$ cat config.mk
export PLATFORM = sky130hd
export DESIGN_NAME = fb_stream_freeze_bridge
export DESIGN_NICKNAME = d
export VERILOG_FILES = /design/src/rtl/fb_pkg.sv /design/src/rtl/fb_ready_delay.sv /design/src/rtl/fb_open_tracker.sv /design/src/rtl/fb_close_picker.sv /design/src/rtl/fb_stream_freeze_bridge.sv
export SDC_FILE = /design/constraint.sdc
export NUM_CORES = 1
export LEC_CHECK = 0
export BUFFER_PORTS_ARGS = -buffer_cell sky130_fd_sc_hd__buf_2
export CELL_PAD_IN_SITES_DETAIL_PLACEMENT = 0
export CELL_PAD_IN_SITES_GLOBAL_PLACEMENT = 1
export CORE_ASPECT_RATIO = 0.6
export CORE_MARGIN = 5
export CORE_UTILIZATION = 18
export CTS_CLUSTER_DIAMETER = 50
export DETAILED_ROUTE_END_ITERATION = 8
export PLACE_DENSITY_LB_ADDON = 0.1
export SETUP_SLACK_MARGIN = 0.15
export SYNTH_ARGS = -nofsm -noshare
export SYNTH_HDL_FRONTEND = slang
export SYNTH_SLANG_ARGS = --single-unit
$ cat constraint.sdc
create_clock -name clk -period 1.38 [get_ports clk]
set_input_delay 0.069 -clock clk [delete_from_list [all_inputs] [get_ports clk]]
set_output_delay 0.069 -clock clk [all_outputs]
set_load 0.03 [all_outputs]
$ cat src/rtl/fb_pkg.sv
package fb_pkg;
  // Marker word placed on the data field of synthetic closing beats.
  localparam logic [31:0] CLOSE_WORD = 32'hDEADBEEF;

  // Number of 32-bit copies of the marker needed to cover a data width.
  function automatic int fill_reps(input int width);
    return (width + 31) / 32;
  endfunction
endpackage

$ cat src/rtl/fb_ready_delay.sv
module fb_ready_delay #(
  parameter int LAT = 0
) (
  input  logic clk,
  input  logic rst,
  input  logic rdy,
  output logic rdy_dly
);
  generate
    if (LAT == 0) begin : g_direct
      assign rdy_dly = rdy;
    end else begin : g_shift
      logic [LAT-1:0] hist_q;
      always_ff @(posedge clk) begin
        if (rst) hist_q <= '0;
        else     hist_q <= (hist_q << 1) | LAT'(rdy);
      end
      assign rdy_dly = hist_q[LAT-1];
    end
  endgenerate
endmodule

$ cat src/rtl/fb_open_tracker.sv
module fb_open_tracker #(
  parameter int CH_W   = 2,
  parameter bit ENABLE = 1'b1,
  localparam int NCH   = 1 << CH_W
) (
  input  logic            clk,
  input  logic            rst,
  input  logic            pt_fire,
  input  logic            pt_sop,
  input  logic            pt_eop,
  input  logic [CH_W-1:0] pt_ch,
  input  logic            cl_fire,
  input  logic [CH_W-1:0] cl_ch,
  output logic [NCH-1:0]  open_flags
);
  generate
    for (genvar i = 0; i < NCH; i++) begin : g_ch
      if (ENABLE) begin : g_on
        logic flag_q;
        always_ff @(posedge clk) begin
          if (rst) begin
            flag_q <= 1'b0;
          end else if (cl_fire && cl_ch == CH_W'(i)) begin
            flag_q <= 1'b0;
          end else if (pt_fire && pt_ch == CH_W'(i)) begin
            if (pt_eop)      flag_q <= 1'b0;
            else if (pt_sop) flag_q <= 1'b1;
          end
        end
        assign open_flags[i] = flag_q;
      end else begin : g_off
        assign open_flags[i] = 1'b0;
      end
    end
  endgenerate
endmodule

$ cat src/rtl/fb_close_picker.sv
module fb_close_picker #(
  parameter int CH_W = 2,
  localparam int NCH = 1 << CH_W
) (
  input  logic [NCH-1:0]  flags,
  output logic            any,
  output logic [CH_W-1:0] pick_ch,
  output logic [NCH-1:0]  pick_oh
);
  always_comb begin
    pick_ch = '0;
    pick_oh = '0;
    for (int i = NCH - 1; i >= 0; i--) begin
      if (flags[i]) begin
        pick_ch = CH_W'(i);
        pick_oh = NCH'(1) << i;
      end
    end
  end
  assign any = |flags;
endmodule

$ cat src/rtl/fb_stream_freeze_bridge.sv
module fb_stream_freeze_bridge #(
  parameter int DATA_W        = 32,
  parameter int CH_W          = 2,
  parameter int EMPTY_W       = 2,
  parameter int ERR_W         = 1,
  parameter int READY_LATENCY = 0,
  parameter bit PACKET_MODE   = 1'b1
) (
  input  logic               clk,
  input  logic               rst,
  input  logic               freeze,
  input  logic               up_valid,
  output logic               up_ready,
  input  logic               up_sop,
  input  logic               up_eop,
  input  logic [EMPTY_W-1:0] up_empty,
  input  logic [CH_W-1:0]    up_channel,
  input  logic [ERR_W-1:0]   up_error,
  input  logic [DATA_W-1:0]  up_data,
  output logic               dn_valid,
  input  logic               dn_ready,
  output logic               dn_sop,
  output logic               dn_eop,
  output logic [EMPTY_W-1:0] dn_empty,
  output logic [CH_W-1:0]    dn_channel,
  output logic [ERR_W-1:0]   dn_error,
  output logic [DATA_W-1:0]  dn_data,
  output logic               illegal_request
);
  localparam int NCH  = 1 << CH_W;
  localparam int REPS = fb_pkg::fill_reps(DATA_W);
  localparam logic [REPS*32-1:0] FILL_WIDE = {REPS{fb_pkg::CLOSE_WORD}};
  localparam logic [DATA_W-1:0]  CLOSE_FILL = FILL_WIDE[DATA_W-1:0];

  logic            rdly;
  logic [NCH-1:0]  open_flags;
  logic            any_open;
  logic [CH_W-1:0] close_ch;
  logic [NCH-1:0]  close_oh;
  logic            drain_q;
  logic            closing;
  logic            gate;
  logic            syn_fire;
  logic            pt_fire;
  logic            illegal_q;

  fb_ready_delay #(.LAT(READY_LATENCY)) u_rdly (
    .clk(clk), .rst(rst), .rdy(dn_ready), .rdy_dly(rdly)
  );

  fb_open_tracker #(.CH_W(CH_W), .ENABLE(PACKET_MODE)) u_track (
    .clk(clk), .rst(rst),
    .pt_fire(pt_fire), .pt_sop(up_sop), .pt_eop(up_eop), .pt_ch(up_channel),
    .cl_fire(syn_fire), .cl_ch(close_ch),
    .open_flags(open_flags)
  );

  fb_close_picker #(.CH_W(CH_W)) u_pick (
    .flags(open_flags), .any(any_open), .pick_ch(close_ch), .pick_oh(close_oh)
  );

  // Closing stays active after freeze falls until no packet is open.
  assign closing  = PACKET_MODE && (freeze || drain_q) && any_open;
  assign gate     = freeze || closing;
  assign syn_fire = closing && rdly;
  assign pt_fire  = !gate && up_valid && rdly;

  always_ff @(posedge clk) begin
    if (rst) begin
      drain_q   <= 1'b0;
      illegal_q <= 1'b0;
    end else begin
      drain_q   <= freeze || closing;
      illegal_q <= syn_fire;
    end
  end

  always_comb begin
    if (gate) begin
      up_ready   = 1'b1;
      dn_valid   = syn_fire;
      dn_sop     = 1'b0;
      dn_eop     = syn_fire;
      dn_empty   = '0;
      dn_channel = close_ch;
      dn_error   = syn_fire ? '1 : '0;
      dn_data    = syn_fire ? CLOSE_FILL : '0;
    end else begin
      up_ready   = dn_ready;
      dn_valid   = up_valid;
      dn_sop     = up_sop;
      dn_eop     = up_eop;
      dn_empty   = up_empty;
      dn_channel = up_channel;
      dn_error   = up_error;
      dn_data    = up_data;
    end
  end

  assign illegal_request = illegal_q;
endmodule

==> results.ini, run 1 <==
[run_status]
status = complete, but fails checks
violations = negative setup slack

[power]
internal-power_uw = 676.3
power_switching_share = 0.3683
ir_drop_mv = 0.2541
p_sw_uw = 394.3
p_leak_uw = 0.001029
power_density_nw_per_um2 = 561.5
comb_power_share = 0.585
pwr-share-seq = 0.168
clock_power_share = 0.247

[timing]
timing.fmax_mhz = 546.7
fin_ws_ns = -0.4493
fin_crit_sh = 1.326
relSlewSlack = 0.1987
hold_viol = 0
rsz0062_at_grt = true
finalClockSkew_ns = 0.001997
worst_pin_slew_ns = 1.189
finalCriticalPeriod_ns = 1.829
finalSetupTns_ns = -16.78
finalSetupViolCount = 46
report.final.slew_viol_count = 0

[layout]
instances_no_fill = 249
fin_nets = 248
antennaDiodeCount = 0
drive_gt1_frac = 0.7327
syn_to_final_growth_pct = 168.3

[routing]
firstDrtPassIters = 4
drc_errors = 0
drtIter0Drc = 91
wl_per_cell_um = 15.41
drt-vias-per-instance = 4.618
wl_mm = 3.837
via_count = 1150
postRouteAntennaNets = 0

[setup_path]
reg2reg_from = u_track.g_ch[3].g_on.flag_q
crit_arrival_ns = 1.76
path_max_fanout = 4
critPathRequiredTime_ns = 1.31
worst_setup_path_end_kind = output port
start_kind = flop
critPathKind = reg2out
crit_start = u_track.g_ch[3].g_on.flag_q

[hold_path]
worstHoldStart = rst
hp-class = in2reg

[yosys]
syn_avg_cell_area_um2 = 7.560
synth_nets = 138
yosysSeqAreaShare = 0.1690
synth.area.top_cells = a21o_1 29%, dfxtp_1 17%, and2_1 9.7%
synth_top_area_frac = 0.2852
yosysWarnings = 0
syn-instance-count = 94
netlist_area_um2 = 710.7
yosysTopAreaCell = a21o_1
ys_ff_latch = 6
ys_types = 28

[die]
placementRows = 17
fp.dieArea_um2 = 5346
die_y_um = 58.67
die_w_um = 91.12
initial_utilization = 0.1898
core_um2 = 3744
ios = 86

[global_routing]
antenna_found_initial = 0
grt_max_degree = 28
grt_pass1_wl_mm = 5.451
grt_pass1_vias = 1097
gr-total-overflow = 0
grt_util_all_layers = 0.1264

[placed_design]
gp_congestion = 0.7409
place_hpwl_mm = 2.679
dp_cells = 232
place_ws_ns = -0.4674
io_buffers = 85

[clocking]
clockBufferDepth = 2
cts_sinks = 6
hold_buffers = 0
cts_made_buffers = 3
cts_tree = done
root_buffer = clkbuf_8
cts_max_level = 1
clock_latency_ns = 0.22
cts.clk_slew.worst_paths_ns = 0.04

[flow_run]
maxCapViolations = 0

## path summary, 6_finish.rpt
check	depth (start not counted)	slack, ns	endpoint
worst min register to register	3	0.66	u_track.g_ch[2].g_on.flag_q
worst min-delay path	2	0.07	drain_q
worst max-delay path	5	-0.45	dn_channel[0]
worst max register to register	6	-0.42	u_track.g_ch[1].g_on.flag_q
## power groups by stage
stage          combinational, uW  sequential (uW)  clock (uW)
6_report                     626              180         265
5_1_grt                      661              180         281
4_1_cts                      615              179         268
3_5_place_dp                 464              182           0
3_3_place_gp                 464              182           0
2_1_floorplan                294              182           0
## cell type report
type                    instances  area, um2
inverters                       5      18.77
flip-flops and latches          6      123.9
well taps                      47      58.81
multi-input cells              77      710.7
clock buffers                   3      41.29
fillers                       353       1837
repair buffers                111      953.4
## state kept, by name, indices dropped and copies added, names as in the netlist
signal and cells:
illegal_request 1, u_track.g_ch.g_on.flag_q 4, drain_q 1
## stage by stage
step | hold WS [ns] | total power [uW] | util | instance area (um2)
2_1_floorplan | 0.1414 | 476.6 | - | 794.5
3_5_place_dp | 0.2990 | 645.9 | 0.3613 | 1353
4_1_cts | 0.06696 | 1062 | 0.4926 | 1844
5_1_grt | 0.08965 | 1122 | 0.5094 | 1907
6_report | 0.07088 | 1071 | 0.5094 | 1907
3_3_place_gp | 0.3097 | 646.4 | 0.3613 | 1353
## placed cells by master (no fill, tap or decap), types with 2 or more instances in the layout
cell type	count
nor4_4	4
buf_4	16
a21o_4	6
and2_4	11
nor2_1	2
a21o_1	21
o31ai_1	2
dfxtp_1	3
nand2b_1	4
clkbuf_8	3
buf_2	44
nor2_4	2
dfxtp_2	3
buf_6	48
o211ai_1	3
inv_1	5
mux2i_1	4
## kinds of logic after synthesis
family	after synthesis	synth area share
buffers and inverters	12	0.08451
AOI/OAI and AO/OA	41	0.4243
muxes	5	0.07218
and+or+nand+nor	30	0.2500
DFF	6	0.1690
## synthesized netlist by cell type
library cell	number
nor2_2	2
buf_2	3
inv_1	5
o21ai_0	1
nor4_1	5
nand2b_1	4
dfxtp_1	6
o311ai_0	1
or2_2	2
a21oi_1	2
o211ai_1	3
mux2i_1	4
nand3_1	1
o21bai_1	1
clkbuf_1	2
and2_1	11
o41a_1	1
buf_6	1
o31ai_1	3
o21ai_1	1
or3_1	1
nand2_1	1
a21o_1	27
nor2_1	2
o22ai_1	1
buf_4	1
nor3_1	1
mux2_1	1
## timing repair
item	in CTS	in global routing
endpoints found under the setup margin	46	46
setup buffers	8	3
resized for setup	102	2
cloned	1	2
pin swaps	7	17
## critical path: stages, from the launching register on
cell and delay (ns):
dfxtp_2 0.32, o41a_1 0.47, nor2_4 0.18, buf_6 0.13, mux2_4 0.29, buf_6 0.14
## per-layer routing
layer  up-vias  routed length, um  global-route usage
met2        60               1935              0.2094
met3         0                375             0.03831
met1       529               1527              0.1623
met4         0                  0             0.03138
met5         -                  0                   0
li1        561                  -                   -
Power figures use the tool's default switching activity.
==> run 2: changes to the inputs <==
==> constraint.sdc (replaced) <==
create_clock -name clk -period 1.38 [get_ports clk]
set_input_delay 0.069 -clock clk [delete_from_list [all_inputs] [get_ports clk]]
set_output_delay 0.069 -clock clk [all_outputs]
set_load 0.05 [all_outputs]
==> run 2 against run 1 <==
The run still ends with negative setup slack left. Count of clock-buffer cells in the layout unchanged. Clock power barely moved. Non-clock buffer count down 5. Largest power group unchanged. Critical path depth did not move. Sequential share of layout area down 0.60 points. Combinational power up 35%. Die area stayed put. Wire length is 6.5% higher. Largest cell class unchanged. First-iteration DRC count is 33% lower. Cell count shrank 2.0%. Sequential power hardly changed. Global-route usage rose by 0.98 points.
==> results.ini, run 2 (synthesis gave the netlist of run 1 again) <==
[run_status]
status = complete, but fails checks  ; unchanged
violations = negative setup slack  ; unchanged

[routing]
postRouteAntennaNets = 0  ; unchanged
wl_mm = 4.087  ; was 3.837 mm
drc_errors = 0  ; unchanged
firstDrtPassIters = 4  ; unchanged
via_count = 1148  ; was 1150
drt-vias-per-instance = 4.705  ; was 4.618
drtIter0Drc = 61  ; was 91
wl_per_cell_um = 16.75  ; was 15.41 um

[layout]
fin_nets = 243  ; was 248
final_common_cell = buf_2  ; was buf_6
drive_gt1_frac = 0.8376  ; was 0.7327
layout_common_cells = 44 x buf_2, 39 x buf_8, 16 x a21o_4, 14 x buf_4  ; was 48 x buf_6, 44 x buf_2, 21 x a21o_1, 16 x buf_4, 11 x and2_4
antennaDiodeCount = 0  ; unchanged
largest_register_ffs = 4  ; unchanged
syn_to_final_growth_pct = 198.6  ; was 168.3%
fillers = 321  ; was 353
fin_util = 0.5668  ; was 0.5094
regMostFlops = u_track.g_ch.g_on.flag_q  ; unchanged

[hold_path]
hp-class = in2reg  ; unchanged
holdPathStages = 2  ; unchanged

[setup_path]
cp.buffers_inverters = 2  ; unchanged
crit_arrival_ns = 1.74  ; was 1.76 ns
cp_top_family = compound AO/OA/AOI/OAI gates  ; unchanged
cp_cell_sequence = o41a_1 > nor2_4 > buf_6 > mux2_4 > buf_6  ; unchanged
critPathRequiredTime_ns = 1.31  ; about the same
critPathKind = reg2out  ; unchanged
slowest_delay_ns = 0.47  ; about the same
start_kind = flop  ; unchanged
crit_top_cell = buf_6  ; unchanged
path_max_fanout = 2  ; was 4
r2r_cells = 5  ; was 6
worst_setup_path_end_kind = output port  ; unchanged
cp.depth = 5  ; unchanged
critPathSlowestCell = o41a_1  ; unchanged

[clocking]
cts_sinks = 6  ; unchanged
cts_made_buffers = 3  ; unchanged
clock_latency_ns = 0.22  ; about the same
hold_buffers = 0  ; unchanged
root_buffer = clkbuf_8  ; unchanged
cts_max_level = 1  ; unchanged
clockBufferDepth = 2  ; unchanged
cts.clk_slew.worst_paths_ns = 0.04  ; about the same
cts_tree = done  ; unchanged

[timing]
timing.fmax_mhz = 553.6  ; was 546.7 MHz
rsz0062_at_grt = true  ; unchanged
finalCriticalPeriod_ns = 1.806  ; was 1.829 ns
worst_pin_slew_ns = 1.093  ; was 1.189 ns
fin_ws_ns = -0.4263  ; was -0.4493 ns
report.final.slew_viol_count = 0  ; unchanged
hold_ws_ns = 0.07950  ; was 0.07088 ns
fin_crit_sh = 1.309  ; was 1.326
finalClockSkew_ns = 0.001902  ; was 0.001997 ns
hold_viol = 0  ; unchanged
relSlewSlack = 0.2635  ; was 0.1987
finalSetupViolCount = 45  ; was 46

[die]
ios = 86  ; unchanged
fp.dieArea_um2 = 5346  ; unchanged
core_um2 = 3744  ; unchanged
placementRows = 17  ; unchanged
die_w_um = 91.12  ; unchanged
initial_utilization = 0.1898  ; unchanged
die_y_um = 58.67  ; unchanged

[global_routing]
grt_pass1_wl_mm = 5.844  ; was 5.451 mm
gr-total-overflow = 0  ; unchanged
grt_pass1_vias = 1212  ; was 1097
grt_util_all_layers = 0.1362  ; was 0.1264
grt_max_degree = 28  ; unchanged
antenna_found_initial = 0  ; unchanged

[power]
p_leak_uw = 0.001026  ; was 0.001029 uW
ir_drop_mv = 0.3483  ; was 0.2541 mV
power_density_nw_per_um2 = 606.3  ; was 561.5 nW/um2

[placed_design]
gp_congestion = 0.7662  ; was 0.7409
place_hpwl_mm = 2.848  ; was 2.679 mm
place_ws_ns = -0.4091  ; was -0.4674 ns
io_buffers = 85  ; unchanged

[flow_run]
maxCapViolations = 0  ; unchanged

run 2: what timing repair did:
item                                    4_1_cts  5_1_grt
pin swaps                                     4       16
setup buffers                                 3        2
endpoints found under the setup margin       46       46
cloned                                        2        1
resized for setup                           147       14
run 2: routing by layer:
| layer | vias to the layer above | share of wire | GRT usage |
|---|---|---|---|
| met4 | 0 | 0.0066 | 0.02720 |
| li1 | 551 | - | - |
| met5 | - | 0 | 0 |
| met3 | 4 | 0.063 | 0.04981 |
| met1 | 539 | 0.42 | 0.1668 |
| met2 | 54 | 0.51 | 0.2331 |
run 2: power breakdown:
group	internal, uW	total, uW	switching, uW	leakage (uW)
clock network	187	263	75.2	0.0000216
logic	393	845	451	0.000953
registers	177	179	1.96	0.0000507
total	758	1290	529	0.00103
run 2: per-stage QoR:
step / setup TNS (ns) / cells / instance area (um2) / total power [uW]
2_1_floorplan: -4.271 / 94 / 792.0 / 591.0
6_report: -16.20 / 244 / 2122 / 1287
5_1_grt: -18.37 / 244 / 2122 / 1345
4_1_cts: -15.94 / 241 / 2017 / 1262
3_3_place_gp: -13.98 / 233 / 1349 / 753.6
3_5_place_dp: -14.40 / 233 / 1349 / 754.4
run 2: final cells by class:
cell class	instances	area, um2	area share
multi-input combinational	77	807.0	0.3803
sequential	6	125.1	0.05896
timing repair buffer	106	1071	0.5047
inverter	5	18.77	0.008844
tap	47	58.81	0.02771
clock buffer	3	41.29	0.01946
run 2: worst reg2reg max path, delay by kind of cell, from the launching register on:
kind	cells	cell delay [ns]
AND/OR/NAND/NOR	1	0.28
AO/OA/AOI/OAI	1	0.47
multiplexers	1	0.18
flip-flops	1	0.31
buffers and inverters	2	0.37
run 2: path summary, 6_finish.rpt:
check / start / end / slack [ns]
worst max-delay path: u_track.g_ch[3].g_on.flag_q / dn_channel[0] / -0.43
worst min-delay path: rst / drain_q / 0.08
worst max register to register: u_track.g_ch[3].g_on.flag_q / u_track.g_ch[1].g_on.flag_q / -0.31
worst min register to register: u_track.g_ch[1].g_on.flag_q / u_track.g_ch[1].g_on.flag_q / 0.67
